### config.mk
export PLATFORM = sky130hd
export DESIGN_NAME = i2c_regwrite_target
export DESIGN_NICKNAME = d
export VERILOG_FILES = /design/src/rtl/i2cw_pkg.sv /design/src/rtl/i2cw_bus_sync.sv /design/src/rtl/i2cw_byte_engine.sv /design/src/rtl/i2cw_reg_bank.sv /design/src/rtl/i2c_regwrite_target.sv
export SDC_FILE = /design/constraint.sdc
export NUM_CORES = 1
export LEC_CHECK = 0
export ABC_AREA = 1
export BUFFER_PORTS_ARGS = -buffer_cell sky130_fd_sc_hd__buf_4
export CELL_PAD_IN_SITES_DETAIL_PLACEMENT = 0
export CELL_PAD_IN_SITES_GLOBAL_PLACEMENT = 1
export CORE_MARGIN = 5
export CORE_UTILIZATION = 54
export CTS_CLUSTER_DIAMETER = 60
export DETAILED_ROUTE_END_ITERATION = 10
export PLACE_DENSITY_LB_ADDON = 0.1
export SLEW_MARGIN = 25
export SYNTH_ARGS = -nofsm -noshare
export SYNTH_HDL_FRONTEND = slang
export SYNTH_SLANG_ARGS = --single-unit
### constraint.sdc
create_clock -name clk -period 23.1 [get_ports clk]
set_input_delay 6.93 -clock clk [delete_from_list [all_inputs] [get_ports clk]]
set_output_delay 6.93 -clock clk [all_outputs]
set_load 0.02 [all_outputs]
### src/rtl/i2cw_pkg.sv
package i2cw_pkg;

    localparam int REG_AW      = 7;
    localparam int DATA_W      = 8;
    localparam int SYNC_STAGES = 2;

    typedef enum logic [2:0] {
        PH_IDLE,
        PH_DEV,
        PH_SUB,
        PH_DATA,
        PH_READ,
        PH_SKIP
    } phase_t;

    typedef struct packed {
        logic scl;
        logic sda;
    } pins_t;

    typedef struct packed {
        logic start;
        logic stop;
        logic rise;
        logic fall;
    } bus_ev_t;

    function automatic logic [REG_AW-1:0] next_ptr(input logic [REG_AW-1:0] p,
                                                    input logic [REG_AW-1:0] last);
        return (p == last) ? '0 : p + 1'b1;
    endfunction

endpackage

### src/rtl/i2cw_bus_sync.sv
module i2cw_bus_sync
    import i2cw_pkg::*;
(
    input  logic    clk,
    input  logic    rst,
    input  logic    scl_i,
    input  logic    sda_i,
    output pins_t   lvl,
    output bus_ev_t ev
);
    logic [SYNC_STAGES-1:0] scl_ff, sda_ff;
    logic scl_q, sda_q;

    always_ff @(posedge clk) begin
        if (rst) begin
            scl_ff <= '1;
            sda_ff <= '1;
            scl_q  <= 1'b1;
            sda_q  <= 1'b1;
        end else begin
            scl_ff <= {scl_ff[SYNC_STAGES-2:0], scl_i};
            sda_ff <= {sda_ff[SYNC_STAGES-2:0], sda_i};
            scl_q  <= scl_ff[SYNC_STAGES-1];
            sda_q  <= sda_ff[SYNC_STAGES-1];
        end
    end

    always_comb begin
        lvl.scl  = scl_ff[SYNC_STAGES-1];
        lvl.sda  = sda_ff[SYNC_STAGES-1];
        ev.rise  = lvl.scl & ~scl_q;
        ev.fall  = ~lvl.scl & scl_q;
        ev.start = lvl.scl & scl_q & sda_q & ~lvl.sda;
        ev.stop  = lvl.scl & scl_q & ~sda_q & lvl.sda;
    end
endmodule

### src/rtl/i2cw_byte_engine.sv
module i2cw_byte_engine
    import i2cw_pkg::*;
#(
    parameter int          NUM_REGS   = 80,
    parameter logic [5:0]  DEV_PREFIX = 6'b001001
)(
    input  logic              clk,
    input  logic              rst,
    input  bus_ev_t           ev,
    input  logic              sda_s,
    input  logic              strap,
    output logic              ack_low,
    output logic              wr_en,
    output logic [REG_AW-1:0] wr_idx,
    output logic [DATA_W-1:0] wr_data,
    output logic [REG_AW-1:0] ptr,
    output phase_t            phase
);
    localparam logic [REG_AW-1:0] LAST_IDX  = REG_AW'(NUM_REGS - 1);
    localparam logic [REG_AW:0]   NREG      = (REG_AW+1)'(NUM_REGS);
    localparam logic [3:0]        BYTE_BITS = 4'd8;

    logic [3:0]        cnt;
    logic [DATA_W-1:0] shreg;
    logic              dev_hit;
    logic              ptr_ok;

    assign dev_hit = (shreg[7:1] == {DEV_PREFIX, strap});
    assign ptr_ok  = ({1'b0, ptr} < NREG);

    always_ff @(posedge clk) begin
        if (rst) begin
            phase   <= PH_IDLE;
            cnt     <= '0;
            shreg   <= '0;
            ack_low <= 1'b0;
            ptr     <= '0;
            wr_en   <= 1'b0;
            wr_idx  <= '0;
            wr_data <= '0;
        end else begin
            wr_en <= 1'b0;
            if (ev.start) begin
                phase   <= PH_DEV;
                cnt     <= '0;
                ack_low <= 1'b0;
            end else if (ev.stop) begin
                phase   <= PH_IDLE;
                cnt     <= '0;
                ack_low <= 1'b0;
            end else if (ev.rise && cnt < BYTE_BITS) begin
                shreg <= {shreg[DATA_W-2:0], sda_s};
                cnt   <= cnt + 1'b1;
            end else if (ev.fall && cnt == BYTE_BITS) begin
                cnt <= cnt + 1'b1;
                case (phase)
                    PH_DEV: begin
                        if (dev_hit) begin
                            ack_low <= 1'b1;
                            phase   <= shreg[0] ? PH_READ : PH_SUB;
                        end else begin
                            phase <= PH_SKIP;
                        end
                    end
                    PH_SUB: begin
                        if (!shreg[7]) begin
                            ack_low <= 1'b1;
                            ptr     <= shreg[REG_AW-1:0];
                            phase   <= PH_DATA;
                        end else begin
                            phase <= PH_SKIP;
                        end
                    end
                    PH_DATA: begin
                        ack_low <= 1'b1;
                        wr_en   <= ptr_ok;
                        wr_idx  <= ptr;
                        wr_data <= shreg;
                        ptr     <= next_ptr(ptr, LAST_IDX);
                    end
                    PH_READ: phase <= PH_SKIP;
                    default: ;
                endcase
            end else if (ev.fall && cnt == BYTE_BITS + 4'd1) begin
                cnt     <= '0;
                ack_low <= 1'b0;
            end
        end
    end
endmodule

### src/rtl/i2cw_reg_bank.sv
module i2cw_reg_bank
    import i2cw_pkg::*;
#(
    parameter int NUM_REGS = 80
)(
    input  logic              clk,
    input  logic              rst,
    input  logic              wr_en,
    input  logic [REG_AW-1:0] wr_idx,
    input  logic [DATA_W-1:0] wr_data,
    input  logic [REG_AW-1:0] rd_idx,
    output logic [DATA_W-1:0] rd_data
);
    localparam logic [REG_AW:0] NREG = (REG_AW+1)'(NUM_REGS);

    logic [DATA_W-1:0] regs [NUM_REGS];

    for (genvar g = 0; g < NUM_REGS; g++) begin : g_reg
        always_ff @(posedge clk) begin
            if (rst)
                regs[g] <= '0;
            else if (wr_en && wr_idx == REG_AW'(g))
                regs[g] <= wr_data;
        end
    end

    always_comb begin
        rd_data = '0;
        for (int i = 0; i < NUM_REGS; i++)
            if ({1'b0, rd_idx} < NREG && rd_idx == REG_AW'(i))
                rd_data = regs[i];
    end
endmodule

### src/rtl/i2c_regwrite_target.sv
module i2c_regwrite_target
    import i2cw_pkg::*;
#(
    parameter int         NUM_REGS   = 80,
    parameter logic [5:0] DEV_PREFIX = 6'b001001
)(
    input  logic                clk,
    input  logic                rst,
    input  logic                scl_i,
    input  logic                sda_i,
    input  logic                strap_a0,
    output logic                sda_drive_low,
    input  logic [REG_AW-1:0]   rd_idx,
    output logic [DATA_W-1:0]   rd_data
);
    pins_t             lvl;
    bus_ev_t           ev;
    logic              wr_en;
    logic [REG_AW-1:0] wr_idx;
    logic [DATA_W-1:0] wr_data;
    logic [REG_AW-1:0] ptr;
    phase_t            phase;

    i2cw_bus_sync u_sync (
        .clk   (clk),
        .rst   (rst),
        .scl_i (scl_i),
        .sda_i (sda_i),
        .lvl   (lvl),
        .ev    (ev)
    );

    i2cw_byte_engine #(
        .NUM_REGS   (NUM_REGS),
        .DEV_PREFIX (DEV_PREFIX)
    ) u_eng (
        .clk     (clk),
        .rst     (rst),
        .ev      (ev),
        .sda_s   (lvl.sda),
        .strap   (strap_a0),
        .ack_low (sda_drive_low),
        .wr_en   (wr_en),
        .wr_idx  (wr_idx),
        .wr_data (wr_data),
        .ptr     (ptr),
        .phase   (phase)
    );

    i2cw_reg_bank #(
        .NUM_REGS (NUM_REGS)
    ) u_bank (
        .clk     (clk),
        .rst     (rst),
        .wr_en   (wr_en),
        .wr_idx  (wr_idx),
        .wr_data (wr_data),
        .rd_idx  (rd_idx),
        .rd_data (rd_data)
    );
endmodule

Word-level counts from Yosys, hierarchy flattened --
Memory sizes are Yosys's and may differ from the RTL's. Index checks and enable logic that the tools add are counted.
Word-level totals: register bits 45, RAM bits 640, input port bits 12, output and inout bits 9, word-level logic and storage cells 886, memories 1
Memories:
- u_bank.regs | words 80, bits a word 8, read ports 80, clocked after Yosys merged registers in 0, write ports 80, line i2cw_reg_bank.sv:16 | logic [DATA_W-1:0] regs [NUM_REGS];
Cells by class: add/sub/neg operators 2, $lt $le $gt $ge 3, eq/ne operators 171, mux-type cells 421, bitwise gates (word level) 96, reduce and logical (&&, ||, !) cells 179
Operators by type and width (number):
- $mux W8 | 160
- $eq A7 B6 Y1 const B | 64
- $mux W1 | 250
- $eq A7 B7 Y1 const B | 33
- $eq A7 B5 Y1 const B | 32
- $logic_and A1 B1 Y1 | 163
- $eq A7 B4 Y1 const B | 16
- $or A1 B1 Y1 | 80
- $eq A7 B3 Y1 const B | 8
- $eq A7 B2 Y1 const B | 4
- $eq A7 B1 Y1 const B | 2
- $logic_not A7 Y1 | 2
- $lt A7 B7 Y1 const B | 2
- $mux W7 | 2
- $pmux W7 S2 | 1
- $mux W4 | 3
- $reduce_and A5 Y1 | 2
- $mux W3 | 3
- $not A1 Y1 | 9
- $pmux W3 S3 | 1
- $reduce_and A3 Y1 | 3
- $reduce_bool A3 Y1 | 3
- $eq A4 B4 Y1 const B | 2
- $add A7 B1 Y7 const B | 1
- other kinds (17) | 26

Depth between registers and ports, before layout --
depth in word-level cells 82, mapped depth 50, depth with buffers taken out 50

Modules after synthesis --
A second synthesis with hierarchy kept.
Unflattened totals: cells, all modules 3383, area, all modules 31477.7 sq um
Modules (own cells, without submodules):
- i2cw_reg_bank | instances 1, cells an instance 3083, area each 29329.4 sq um, sequential area each 19218.4 sq um
- i2cw_byte_engine | instances 1, cells an instance 274, area each 1935.6 sq um, sequential area each 780.7 sq um
- i2cw_bus_sync | instances 1, cells an instance 26, area each 212.7 sq um, sequential area each 120.1 sq um

Worst setup path before layout --
OpenSTA, ideal clock, no wires.
kind in2out, start point input port rd_idx[3], end point output port rd_data[5], data arrival time 10.148 ns, required time 16.170 ns, setup slack 6.022 ns, stages on the path 47, path buffers 0, cells stage by stage inv_2 > nand2_1 > inv_2 > nand3_2 > nor2_4 > inv_2 > or2_0 > nand2_1 > nand4_1 > nor2_1 > nand4_1 > nor2_1 > nand4_1 > nand2_1 > nand4_1 > nand2_1 > nand4_1 > nand2_1 > (+11 left out) > nand2_1 > nand4_1 > nand2_1 > nand3_1 > nand2_1 > nand4_1 > nand2_1 > nand4_1 > nand2_1 > nand4_1 > nand2_1 > nand2_1 > nand2_1 > nand4_1 > nand2_1 > nand3_1 > nand2_1 > nand4_1
Between the ends: cells in the longest elaborated chain, start to end 82, elaborated cells between the ends (all ways) 241, classes of those cells order compare (1); eq/ne (79); mux (80); reduce/logical (81)
RTL lines:
- start: declaration | line i2c_regwrite_target.sv:13 | input logic [REG_AW-1:0] rd_idx,
- $lt A7 B7 Y1 / $logic_not A7 Y1 (equally long branches) | line i2cw_reg_bank.sv:30 | if ({1'b0, rd_idx} < NREG && rd_idx == REG_AW'(i))
- $logic_and A1 B1 Y1 | line i2cw_reg_bank.sv:30
- $mux W8 (79 in series) | line i2cw_reg_bank.sv:30
- $mux W8 * | line i2cw_reg_bank.sv:30
- end: declaration | line i2c_regwrite_target.sv:14 | output logic [DATA_W-1:0] rd_data
Every way passes the cells marked *; elsewhere a longest branch is shown, timed or not.

Final worst setup path --
start point input port rd_idx[1], end point output port rd_data[4]
The elaborated chain is that of the path after synthesis.

==> run metrics <==
status=completed; CTS Root Cell=clkbuf_16; fraction of layout cells with a size suffix above 1=8.53%; grt total ovfl=0; initial antenna violation count=3; met3 wire len=9040 µm; I/O Buffers=20; number of global-route vias before repair=23100; setup_tns=0 ns; fraction of registers with async set/reset=0%; crit share post-route=85.2%; RSZ-0062 raised after global routing=no; num ports=21; DR WL/cell=22.8 µm; PwrDens=78.0 nW/µm²; Site Rows=87; Mapped Cells=3246; hold worst-path end=u_sync.scl_ff[1]; worst hold start=u_sync.scl_ff[0]; RR Startpoint=u_eng.wr_idx[2]; vias after detailed routing=23600; post-route DRC violation count=0; top post-synthesis cells by area=edfxtp_1 (62%), nor2_1 (10%), nand2_1 (8.3%); Die Y=249 µm; H-Tree Depth=3; worst hold path type=reg2reg; #FFs+latches synth=685; CP Launch Type=primary input; critical path peak fanout=8; syn avg cell area=9.52 µm²; WL met1=36300 µm; DRT Pass-1 Iters=6; worst vdd ir=0.0000947 V; r2r setup slk=20.12 ns; Worst Clk Skew=0.0243 ns; largest area contributor in the netlist=edfxtp_1; CTS sink count=685; DP HPWL=61500 µm; DRC marker count from the first detailed-route iteration=2827; Leak=11.8 nW; Starting Density=54.7%; Data arrival, critical path=12.75 ns; GRT Util Overall=29.4%; measured slew at the worst slew-check pin=1.08 ns; largest net degree at the start of global routing=87; Max Cap Violations=0; die area=62100 µm²; fill count=4789; RePlAce Congestion=0.933; CTS clk-pin slew, worst paths=0.05 ns; DRT Wirelength=93400 µm; critical path class=in2out; Mapped Area=30900 µm²; Most used DFF post-synth=edfxtp_1; synth cell count leaders=nor2_1 (853), nand2_1 (682), edfxtp_1 (640); Area Growth Syn to Fin=11.2%; Buffers & Inverters on Critical Path=3; final setup vio count=0; YS warnings=0; TritonCTS buffer count=75; Tmin final=19.68 ns; sequential fraction of the synthesis area=65.1%; post-route non-filler standard cell count=4096; number of diodes=0; Critical Path Sink Type=output port; Synthesized Nets=3262; uppermost layer routed=met5; Post-synth EDFFs=640; Final Slew Violations=0; Die Span X=249 µm; Rel. slew slack=27.1%; WP depth=48; worst r2r dst=u_bank.regs[2][53]; CTS tree=built; hold slack=0.409 ns; via/cell ratio=5.77; most common cell in the synthesized netlist=nor2_1; Post-CTS Setup Inserts=0; nets=3302; Min-Delay Path Depth=1; Synth top area share=62.2%; wire length on met2=44700 µm; CP peak stage delay=0.45 ns; first-pass GRT wire length=140000 µm; R2R cell count=7; design area=34400 µm²; DRT antenna net count=0; CP max-delay cell=nand2_1; Setup Slack @ Placement=3.49 ns; Hold-fix buffers, CTS=0; Worst-Skew Late Latency=0.62 ns; final setup margin=3.42 ns; Worst Path Required=16.17 ns; core footprint=56500 µm²; Cell variety after synth=34; f_max=50.8 MHz; cell family with most CP delay=simple AND/OR/NAND/NOR gates; Hold Violations, Final=0; Cells after DPL=3965; PostCTS Resize Cnt=0; clock buffer depth=3; Post-DP Area=32000 µm²
through the flow:
| stage | total power, mW | utilization [%] |
|---|---|---|
| floorplan | 1.48 | - |
| CTS | 2.69 | 60.8 |
| detailed placement | 1.53 | 56.6 |
| global placement | 1.53 | 56.6 |
| global route | 2.76 | 60.8 |
| finish | 2.68 | 60.8 |
report_power, final:
part	total (mW)	internal, mW	switching [mW]
logic	0.100	0.0245	0.0757
registers	1.40	1.39	0.0127
clock network	1.18	0.693	0.485
total	2.68	2.11	0.573
worst max path at each step:
stage | end | from
2_1_floorplan | rd_data[5] | rd_idx[3]
3_3_place_gp | rd_data[1] | rd_idx[3]
3_5_place_dp | rd_data[1] | rd_idx[3]
4_1_cts | rd_data[1] | rd_idx[3]
5_1_grt | rd_data[1] | rd_idx[3]
6_report | rd_data[4] | rd_idx[1]
flip-flops by register name (all words and copies together) (netlist names):
name,flops
u_eng.shreg,8
u_eng.wr_data,8
u_sync.scl_q,1
u_eng.ptr,7
u_sync.sda_q,1
u_eng.cnt,4
u_eng.phase,3
u_sync.sda_ff,2
u_sync.scl_ff,2
u_eng.ack_low,1
u_eng.wr_en,1
u_eng.wr_idx,7
u_bank.regs,640
area by class of cell:
type	instances	area, µm²	area share [%]
repair buffers	72	541	1.57
inverters	285	1080	3.15
well taps	756	946	2.75
clock buffers	100	2070	6.01
flip-flops and latches	685	20100	58.5
clock inverters	31	295	0.859
multi-input cells	2167	9310	27.1
layer usage:
metal	vias to the layer above	global-route usage, %
met5	-	0
met4	2	10.2
met3	196	5.91
met2	1189	48.4
met1	11400	39.4
li1	10900	-
cells by family after synthesis:
logic type                 count (synthesis)  share of synthesized area, %
adders and majority gates                  4                         0.162
buffers and inverters                    394                          4.81
DFF                                      685                          65.1
AOI/OAI and AO/OA                        268                          4.49
and+or+nand+nor                         1895                          25.4
placed cells by master, fill, tap and decap left out, drive strengths merged, types with 45 or more instances in the layout:
master and instances:
nand2 684, edfxtp 640, nand4 123, nor2 860, o21ai 133, clkbuf 100
buf 72, nand3 136, or2 76, dfxtp 45, a21oi 116, inv 275
Note: power is estimated with default switching activity, not from simulation.
